==> config.mk <==
export PLATFORM = sky130hd
export DESIGN_NAME = seeprom_host
export DESIGN_NICKNAME = d
export VERILOG_FILES = /design/src/rtl/seeprom_pkg.sv /design/src/rtl/seeprom_phase_timer.sv /design/src/rtl/seeprom_frame_shift.sv /design/src/rtl/seeprom_busy_watch.sv /design/src/rtl/seeprom_host.sv
export SDC_FILE = /design/constraint.sdc
export NUM_CORES = 1
export LEC_CHECK = 0
export CAP_MARGIN = 20
export CELL_PAD_IN_SITES_DETAIL_PLACEMENT = 0
export CELL_PAD_IN_SITES_GLOBAL_PLACEMENT = 1
export CORE_MARGIN = 3
export CORE_UTILIZATION = 44
export DETAILED_ROUTE_END_ITERATION = 12
export PLACE_DENSITY_LB_ADDON = 0.1
export SYNTH_ARGS = -nofsm -noshare
export SYNTH_HDL_FRONTEND = slang
export SYNTH_HIERARCHICAL = 1
export SYNTH_SLANG_ARGS = --single-unit
==> constraint.sdc <==
create_clock -name clk -period 4.26 [get_ports clk]
set_input_delay 0.426 -clock clk [delete_from_list [all_inputs] [get_ports clk]]
set_output_delay 0.426 -clock clk [all_outputs]
set_load 0.1 [all_outputs]
==> src/rtl/seeprom_pkg.sv <==
package seeprom_pkg;
  localparam int ADDR_W  = 8;
  localparam int WORD_W  = 16;
  localparam int CMD_W   = 16;
  localparam int FRAME_W = CMD_W + WORD_W;
  localparam int CNT_W   = $clog2(FRAME_W + 1);

  localparam logic [3:0] START_PAT = 4'b1010;

  typedef enum logic [1:0] {
    OP_READ  = 2'd0,
    OP_WRITE = 2'd1,
    OP_WREN  = 2'd2,
    OP_WRDIS = 2'd3
  } req_op_e;

  typedef enum logic [2:0] {
    ST_GAP, ST_IDLE, ST_SHIFT, ST_BUSY, ST_RESP
  } ctl_state_e;

  function automatic logic [3:0] op_code(req_op_e op);
    case (op)
      OP_READ:  return 4'b1000;
      OP_WRITE: return 4'b0100;
      OP_WREN:  return 4'b0011;
      default:  return 4'b0000;
    endcase
  endfunction

  // Frame is left-aligned: short command frames use only the upper CMD_W bits.
  function automatic logic [FRAME_W-1:0] build_frame(req_op_e op,
                                                     logic [ADDR_W-1:0] addr,
                                                     logic [WORD_W-1:0] data);
    logic [ADDR_W-1:0] a_fld;
    logic [WORD_W-1:0] d_fld;
    a_fld = (op == OP_READ || op == OP_WRITE) ? addr : '0;
    d_fld = (op == OP_WRITE) ? data : '0;
    return {START_PAT, op_code(op), a_fld, d_fld};
  endfunction

  function automatic logic [CNT_W-1:0] frame_clocks(req_op_e op);
    return (op == OP_READ || op == OP_WRITE) ? CNT_W'(FRAME_W) : CNT_W'(CMD_W);
  endfunction
endpackage

==> src/rtl/seeprom_phase_timer.sv <==
module seeprom_phase_timer #(
  parameter int HALF_CYC = 40
)(
  input  logic clk,
  input  logic rst_n,
  input  logic run,
  output logic sclk,
  output logic rise_tick,
  output logic fall_tick
);
  localparam int CW = $clog2(HALF_CYC + 1);

  logic [CW-1:0] cnt;
  logic          hi;
  logic          last;

  assign last      = (cnt == CW'(HALF_CYC - 1));
  assign rise_tick = run && last && !hi;
  assign fall_tick = run && last && hi;
  assign sclk      = hi;

  always_ff @(posedge clk or negedge rst_n) begin
    if (!rst_n) begin
      cnt <= '0;
      hi  <= 1'b0;
    end else if (!run) begin
      cnt <= '0;
      hi  <= 1'b0;
    end else if (last) begin
      cnt <= '0;
      hi  <= ~hi;
    end else begin
      cnt <= cnt + 1'b1;
    end
  end
endmodule

==> src/rtl/seeprom_frame_shift.sv <==
module seeprom_frame_shift
  import seeprom_pkg::*;
(
  input  logic               clk,
  input  logic               rst_n,
  input  logic               load,
  input  logic [FRAME_W-1:0] frame_in,
  input  logic [CNT_W-1:0]   nclk_in,
  input  logic               rd_in,
  input  logic               rise_tick,
  input  logic               fall_tick,
  input  logic               miso,
  output logic               mosi,
  output logic               last_fall,
  output logic [WORD_W-1:0]  rdata
);
  logic [FRAME_W-1:0] sh;
  logic [CNT_W-1:0]   idx;
  logic [CNT_W-1:0]   nclk;
  logic               rd_q;
  logic               rx_window;

  assign mosi      = sh[FRAME_W-1];
  assign last_fall = fall_tick && (idx == nclk - 1'b1);
  assign rx_window = rd_q && (idx >= CNT_W'(CMD_W));

  always_ff @(posedge clk or negedge rst_n) begin
    if (!rst_n) begin
      sh    <= '0;
      idx   <= '0;
      nclk  <= '0;
      rd_q  <= 1'b0;
      rdata <= '0;
    end else if (load) begin
      sh    <= frame_in;
      idx   <= '0;
      nclk  <= nclk_in;
      rd_q  <= rd_in;
      rdata <= '0;
    end else begin
      if (rise_tick && rx_window)
        rdata <= {rdata[WORD_W-2:0], miso};
      if (fall_tick) begin
        sh  <= {sh[FRAME_W-2:0], 1'b0};
        idx <= idx + 1'b1;
      end
    end
  end
endmodule

==> src/rtl/seeprom_busy_watch.sv <==
module seeprom_busy_watch #(
  parameter int BUSY_TIMEOUT = 1000000
)(
  input  logic clk,
  input  logic rst_n,
  input  logic start,
  input  logic rdy_in,
  output logic done,
  output logic timeout
);
  localparam int TW = $clog2(BUSY_TIMEOUT + 1);

  logic [1:0]    sync;
  logic          rdy_s;
  logic          active;
  logic          seen_low;
  logic [TW-1:0] cnt;

  assign rdy_s   = sync[1];
  assign done    = active && seen_low && rdy_s;
  assign timeout = active && !done && (cnt == TW'(BUSY_TIMEOUT - 1));

  always_ff @(posedge clk or negedge rst_n) begin
    if (!rst_n) begin
      sync     <= 2'b11;
      active   <= 1'b0;
      seen_low <= 1'b0;
      cnt      <= '0;
    end else begin
      sync <= {sync[0], rdy_in};
      if (start) begin
        active   <= 1'b1;
        seen_low <= 1'b0;
        cnt      <= '0;
      end else if (active) begin
        if (done || timeout) active <= 1'b0;
        if (!rdy_s) seen_low <= 1'b1;
        cnt <= cnt + 1'b1;
      end
    end
  end
endmodule

==> src/rtl/seeprom_host.sv <==
module seeprom_host
  import seeprom_pkg::*;
#(
  parameter int HALF_CYC     = 40,
  parameter int CS_HIGH_CYC  = 25,
  parameter int BUSY_TIMEOUT = 1000000
)(
  input  logic              clk,
  input  logic              rst_n,
  input  logic              req_valid,
  output logic              req_ready,
  input  logic [1:0]        req_op,
  input  logic [ADDR_W-1:0] req_addr,
  input  logic [WORD_W-1:0] req_wdata,
  output logic              rsp_valid,
  input  logic              rsp_ready,
  output logic [WORD_W-1:0] rsp_rdata,
  output logic              rsp_err,
  output logic              ee_cs_n,
  output logic              ee_sclk,
  output logic              ee_mosi,
  input  logic              ee_miso,
  input  logic              ee_rdy
);
  localparam int GAP_W = $clog2(CS_HIGH_CYC + 1);

  ctl_state_e       state;
  logic [GAP_W-1:0] gap_cnt;
  logic             cs_n_q;
  logic             op_is_wr;
  logic             err_q;
  req_op_e          op_in;

  // Named internal events, also observed by the bound checker.
  logic accept, shifting, frame_last, busy_start, busy_done, busy_timeout;
  logic rise_tick, fall_tick;

  assign op_in      = req_op_e'(req_op);
  assign req_ready  = (state == ST_IDLE);
  assign accept     = req_valid && req_ready;
  assign shifting   = (state == ST_SHIFT);
  assign busy_start = frame_last && op_is_wr;
  assign rsp_valid  = (state == ST_RESP);
  assign rsp_err    = err_q;
  assign ee_cs_n    = cs_n_q;

  seeprom_phase_timer #(.HALF_CYC(HALF_CYC)) u_timer (
    .clk(clk), .rst_n(rst_n), .run(shifting),
    .sclk(ee_sclk), .rise_tick(rise_tick), .fall_tick(fall_tick)
  );

  seeprom_frame_shift u_shift (
    .clk(clk), .rst_n(rst_n), .load(accept),
    .frame_in(build_frame(op_in, req_addr, req_wdata)),
    .nclk_in(frame_clocks(op_in)), .rd_in(op_in == OP_READ),
    .rise_tick(rise_tick), .fall_tick(fall_tick), .miso(ee_miso),
    .mosi(ee_mosi), .last_fall(frame_last), .rdata(rsp_rdata)
  );

  seeprom_busy_watch #(.BUSY_TIMEOUT(BUSY_TIMEOUT)) u_busy (
    .clk(clk), .rst_n(rst_n), .start(busy_start), .rdy_in(ee_rdy),
    .done(busy_done), .timeout(busy_timeout)
  );

  always_ff @(posedge clk or negedge rst_n) begin
    if (!rst_n) begin
      state    <= ST_GAP;
      gap_cnt  <= '0;
      cs_n_q   <= 1'b1;
      op_is_wr <= 1'b0;
      err_q    <= 1'b0;
    end else begin
      case (state)
        ST_GAP: begin
          if (gap_cnt == GAP_W'(CS_HIGH_CYC - 1)) begin
            gap_cnt <= '0;
            state   <= ST_IDLE;
          end else begin
            gap_cnt <= gap_cnt + 1'b1;
          end
        end
        ST_IDLE: begin
          if (accept) begin
            state    <= ST_SHIFT;
            cs_n_q   <= 1'b0;
            op_is_wr <= (op_in == OP_WRITE);
            err_q    <= 1'b0;
          end
        end
        ST_SHIFT: begin
          if (frame_last) begin
            cs_n_q <= 1'b1;
            state  <= op_is_wr ? ST_BUSY : ST_RESP;
          end
        end
        ST_BUSY: begin
          if (busy_done) begin
            state <= ST_RESP;
          end else if (busy_timeout) begin
            state <= ST_RESP;
            err_q <= 1'b1;
          end
        end
        ST_RESP: begin
          if (rsp_ready) state <= ST_GAP;
        end
        default: state <= ST_GAP;
      endcase
    end
  end
endmodule

; ---- Word level (Yosys, flattened, before mapping)
; Cells that the tools add are included.
[op_classes]
add_sub_neg = 5
magnitude_cmp = 1
n_eq_ne = 19
n_mux = 37
bitwise_logic = 1
reduce_logical = 28
[ops]
columns = cell, n
row1 = $mux W32, 2
row2 = $mux W16, 3
row3 = $mux W20, 2
row4 = $mux W6, 5
row5 = $mux W3, 7
row6 = $add A20 B1 Y20 const B, 1
row7 = $eq A20 B20 Y1 const B, 1
row8 = $pmux W3 S5, 1
row9 = $add A6 B1 Y6 const B, 2
row10 = $logic_and A1 B1 Y1, 12
row11 = $mux W1, 12
row12 = $pmux W4 S3, 1
row13 = $ne A2 B2 Y1 const B, 5
row14 = $reduce_bool A2 Y1, 5
row15 = $mux W8, 1
row16 = $eq A3 B2 Y1 const B, 2
row17 = $eq A6 B6 Y1, 1
row18 = $eq A6 B6 Y1 const B, 1
row19 = $ge A6 B5 Y1 const B, 1
row20 = $ne A2 B1 Y1 const B, 3
row21 = $sub A6 B1 Y6 const B, 1
row22 = $add A5 B1 Y5 const B, 1
row23 = $eq A5 B5 Y1 const B, 1
row24 = $mux W5, 1
row25 = 15 further kinds, 19
[word_totals]
ff_bits = 103
inputBits = 32
out_inout_bits = 22
word_cells = 107

; ---- Depth between registers and ports, before layout
[depth]
depth_word = 9
depth_mapped = 14
ltp_nobuf = 11

; ---- Hierarchy
; Netlist, hierarchy kept.
[by_module_without_submodules]
columns = module, instances, cells_per_inst, area_per_inst_um2, seq_area_each_um2
row1 = seeprom_frame_shift, 1, 269, 2753.9, 1526.5
row2 = seeprom_busy_watch, 1, 122, 1188.6, 603.1
row3 = seeprom_host, 1, 105, 825.8, 276.5
row4 = seeprom_phase_timer, 1, 29, 325.3, 175.2

; ---- Worst setup path after synthesis
; No wires, ideal clock.
[synth_path]
path_type = register to register
from = reg u_timer.hi, in the netlist u_timer/sclk
to = reg u_busy.cnt[18]
setup_ps = 77
arrival_time_ps = 3505
required_time_ps = 4183
slack_ps = 678
stages_incl_launch_ff = 12
path_buffers = 3
period_less_slack_ps = 3582
cell_sequence = dfrtp_1 and3_1 buf_2 buf_2 o2111ai_1 nor4_2 and2_1 o211ai_1 or4_1 buf_2 or4_1 a21oi_1
[synth_between]
elab_chain_cells = 4
elab_cells_between_ends = 5
cone_classes = mux: 1 / reduce/logical: 4
[synth_lines]
columns = item, line_no
row1 = "start, declared", seeprom_phase_timer.sv:14  ; logic hi;
row2 = "start signal, assigned", seeprom_phase_timer.sv:31  ; hi <= ~hi;
row3 = $logic_and A1 B1 Y1 *, seeprom_phase_timer.sv:19  ; assign fall_tick = run && last && hi;
row4 = named net fall_tick, seeprom_host.sv:36  ; logic rise_tick, fall_tick;
row5 = $logic_and A1 B1 Y1 *, seeprom_frame_shift.sv:24  ; assign last_fall = fall_tick && (idx == nclk - 1'b1);
row6 = named net frame_last, seeprom_host.sv:35  ; logic accept, shifting, frame_last, busy_start, busy_done, busy_timeout;
row7 = $logic_and A1 B1 Y1 *, seeprom_host.sv:42  ; assign busy_start = frame_last && op_is_wr;
row8 = named net busy_start, seeprom_host.sv:35
row9 = $mux W20 or $reduce_bool A2 Y1 (tied branches), n/a
row10 = "end signal, assigned", seeprom_busy_watch.sv:38  ; cnt <= cnt + 1'b1;
row11 = "end, declared", seeprom_busy_watch.sv:17  ; logic [TW-1:0] cnt;
; The timed path passes the listed nets; every way through them passes the cells marked *.
; A chain may end at the register's enable or synchronous reset.

; ---- Final worst setup path
[layout_path]
from = reg state[1]
to = reg u_busy.cnt[18]
[layout_between]
elab_chain_cells = 6
elab_cells_between_ends = 7
cone_classes = eq/ne: 1 / mux: 1 / reduce/logical: 5
[layout_lines]
columns = item, line_no
row1 = "start, declared", seeprom_host.sv:27  ; ctl_state_e state;
row2 = "start signal, assigned", seeprom_host.sv:93  ; state <= op_is_wr ? ST_BUSY : ST_RESP;
row3 = $eq A3 B2 Y1 *, seeprom_host.sv:41  ; assign shifting = (state == ST_SHIFT);
row4 = named net shifting, seeprom_host.sv:35
row5 = $logic_and A1 B1 Y1 * (2 in series), seeprom_phase_timer.sv:19
row6 = named net fall_tick, seeprom_host.sv:36
row7 = $logic_and A1 B1 Y1 *, seeprom_frame_shift.sv:24
row8 = named net frame_last, seeprom_host.sv:35
row9 = $logic_and A1 B1 Y1 *, seeprom_host.sv:42
row10 = named net busy_start, seeprom_host.sv:35
row11 = $mux W20 or $reduce_bool A2 Y1 (tied branches), n/a
; Marks and branches as above.

==> impl_metrics.tcl <==
set metrics [dict create \
    status "completed" \
    yosys.cell_types.count 50 \
    clock_latency_ps 340 \
    dieArea_sq_mm 0.01290 \
    peakVddDrop_uv 349.5 \
    synth_top_area_share_pct 49.13 \
    tns_ps 0 \
    cts_tree "done" \
    crit_path_end_kind "flop" \
    antenna_found_initial 0 \
    holdBufCountCts 0 \
    drt-initial-drc-count 226 \
    setup_viol 0 \
    postSynthAreaPerCell_sq_um 9.702 \
    hold_violations 0 \
    dieWidth_um 113.6 \
    clock_tree.buffer_depth 2 \
    post-route-period-util_pct 80.44 \
    cts_resized 0 \
    rsz0062_at_grt "false" \
    multi_input_area_sq_mm 0.002386 \
    synth.area.top_cells "dfrtp_1 (49%), mux2i_1 (6.5%), nand2_1 (6.5%), o21ai_0 (5.1%), a21oi_1 (3.1%)" \
    maxSlewHeadroom_pct 33.57 \
    vias 3722 \
    grt_pass1_wl_um 16730 \
    cp_slowest_stage_delay_ps 620 \
    n_antenna_cell 0 \
    syn-cell-area_sq_mm 0.005094 \
    path_clk_slew_ps 70 \
    wl_per_cell_um 13.47 \
    ys_seq_area_share_pct 50.68 \
    die_h_um 113.6 \
    critical_path_class "reg -> reg" \
    syn2layout_area_growth_pct 19.38 \
    arrival_ps 3690 \
    postPlaceCellArea_sq_mm 0.005761 \
    grt_use_total_pct 15.84 \
    yosys.area.top_type "dfrtp_1" \
    timing.rr.start "state[1]" \
    grt_start_max_net_pins 96 \
    start_kind "flop" \
    async_flop_share_pct 100.0 \
    drc 0 \
    cts-buffers-inserted 9 \
    ys.flop_type "dfrtp_1" \
    fin_crit_ps 3427 \
    overflow 0 \
    holdWs_ps 198.6 \
    synth_edf_count 0 \
    place_inst 704 \
    clock_skew_ps 7.337 \
    max_freq_mhz 291.8 \
    r2r_cells 10 \
    vias_per_cell 5.177 \
    ant_nets 0 \
    slew_violations 0 \
    seq_area_sq_mm 0.002581 \
    worstReg2RegEnd "u_busy/cnt[18]" \
    grt_pass1_vias 3570 \
    cp_max_fo 14 \
    cts_setup_buffers 0 \
    ys_seq_elements 103 \
    worst_slew_pin_slew_ps 993.4 \
    rrSetupSlack_ps 830 \
    final_area_sq_mm 0.006081 \
    crit_slowest_cell "dfrtp_1" \
    clock-sinks 103 \
    final_cells 719 \
    cts-root-buf "clkbuf_16" \
    required_ps 4530 \
    place_congestion 0.7876 \
    first_pass_iters 4 \
    num_rows 38 \
    fin_nets 613 \
    path_cells "inv_1 -> nor3_1 -> and3_2 -> o2111ai_1 -> nor4_2 -> and2_1 -> o211ai_1 -> or4_1 -> or4_1 -> a21oi_1" \
    start_util_pct 45.98 \
    nFillCells 1020 \
    routed_wirelength_um 9684 \
    coreArea_sq_mm 0.01108 \
    h-tree-depth 3 \
    ioPinCount 54 \
    netlist_instances 525 \
    cp_common_cell "or4_1" \
    dp_hpwl_um 6327 \
    maxCapViolCount 0 \
    p_per_area_mw_per_mm2 495.2 \
    hold_class "in -> async" \
    port_buffers 53 \
    layout-drive-gt1-share_pct 7.254 \
    yosysWarnings 6 \
    power.leakage_nw 2.464 \
]
-- worst max-delay path by stage --
stage / startpoint / slack, ps / to / cells after the start
2_1_floorplan: u_timer/sclk / 680 / u_busy/cnt[18] / 11
3_3_place_gp: state[1] / 920 / u_busy/cnt[18] / 10
3_5_place_dp: state[1] / 830 / u_busy/cnt[18] / 10
4_1_cts: state[1] / 820 / u_busy/cnt[18] / 10
5_1_grt: state[1] / 430 / u_busy/cnt[18] / 10
6_report: state[1] / 830 / u_busy/cnt[18] / 10
-- synthesized netlist by cell type, drive strengths merged, types with 2 or more instances --
library cell and instances:
o21a 2, nor3 6, nand2 88, o31ai 2, xor2 11, clkbuf 14, and3 3, mux2i 33
mux2 6, dfstp 3, and4 3, nor3b 3, or4 4, conb 2, nand4b 6, xnor2 16
buf 12, and2 20, or3 9, o21bai 2, a21oi 32, inv 12, nor2 32, nor4b 2
nand3 8, nand3b 2, o211ai 2, nor2b 9, o21ai 52, dfrtp 100, nor4 5, and2b 2
nand4 9, ha 6
-- final cells by class --
type / instances / share of cell area (%)
sequential: 103 / 42.45
multi-input combinational: 390 / 39.24
timing repair buffer: 59 / 9.424
clock buffer: 10 / 3.930
tap: 140 / 2.881
clock inverter: 5 / 1.337
inverter: 12 / 0.7407
-- logic make-up (layout without fill, tap and decap cells) --
logic type | Yosys count | in the layout | synth area share (%)
multiplexers | 39 | 39 | 7.811
AO/OA/AOI/OAI | 97 | 97 | 10.39
other | 2 | 8 | 0.1474
flip-flops | 103 | 103 | 50.68
buffers and inverters | 38 | 86 | 3.095
AND/OR/NAND/NOR | 213 | 213 | 21.76
adder cells (fa/ha/maj) | 6 | 6 | 1.474
XOR/XNOR | 27 | 27 | 4.642
-- flip-flops by register name, indices dropped and copies added, names as in the netlist --
name and flops:
ee_cs_n 1, u_busy/cnt 20, u_busy/active 1, op_is_wr 1, u_busy/seen_low 1, u_timer/sclk 1, rsp_err 1, u_shift/nclk 6
u_busy/sync 2, gap_cnt 5, u_timer/cnt 6, u_shift/rdata 16, u_shift/idx 6, u_shift/rd_q 1, state 3, u_shift/sh 32
-- critical path, delay by kind of cell, from the launching register on --
family / cells / cell delay (ps)
and+or+nand+nor: 6 / 2220
DFF: 1 / 620
AOI/OAI and AO/OA: 3 / 410
buffers and inverters: 1 / 110
-- cells in the final DEF, fill, tap and decap left out, types with 2 or more instances in the layout --
| cell type | count |
|---|---|
| o211ai_1 | 2 |
| o21a_1 | 2 |
| xor2_1 | 11 |
| o21bai_1 | 2 |
| nor3b_1 | 3 |
| nor2_1 | 30 |
| and3_1 | 2 |
| and4_1 | 3 |
| and2_1 | 20 |
| or3_1 | 8 |
| mux2i_1 | 33 |
| clkbuf_16 | 9 |
| a21oi_1 | 32 |
| nor4_1 | 4 |
| and2b_1 | 2 |
| dfrtp_1 | 100 |
| o21ai_0 | 52 |
| nand3b_1 | 2 |
| nand4b_1 | 6 |
| conb_1 | 8 |
| bufinv_16 | 2 |
| or4_1 | 3 |
| mux2_2 | 6 |
| nand2_1 | 88 |
| xnor2_1 | 16 |
| nor2b_1 | 9 |
| nand3_1 | 7 |
| inv_1 | 12 |
| o31ai_1 | 2 |
| clkdlybuf4s50_1 | 52 |
| buf_4 | 7 |
| dfstp_2 | 3 |
| ha_1 | 6 |
| nor2_4 | 2 |
| nor3_1 | 6 |
| nand4_1 | 8 |
-- metal layers --
layer	GRT usage [%]	vias up	part of all wire, %
met4	5.529	0	1.6
met2	24.85	62	45
met1	21.41	1755	49
met5	0	-	0
li1	-	1895	-
met3	4.085	10	4.3
-- report_power, final --
group          switching, W  internal [W]
Clock              0.000353      0.000529
Sequential         0.000169       0.00118
Combinational      0.000491      0.000289
-- through the flow --
stage | setup slack [ps] | utilization [%] | power (W)
CTS | 817.6 | 54.89 | 0.003051
global placement | 921.4 | 51.93 | 0.002134
global route | 431.3 | 54.89 | 0.003185
floorplan | 678.0 | - | 0.001930
detailed placement | 833.6 | 52.00 | 0.002154
finish | 833.5 | 54.89 | 0.003011
Power figures use the tool's default switching activity.
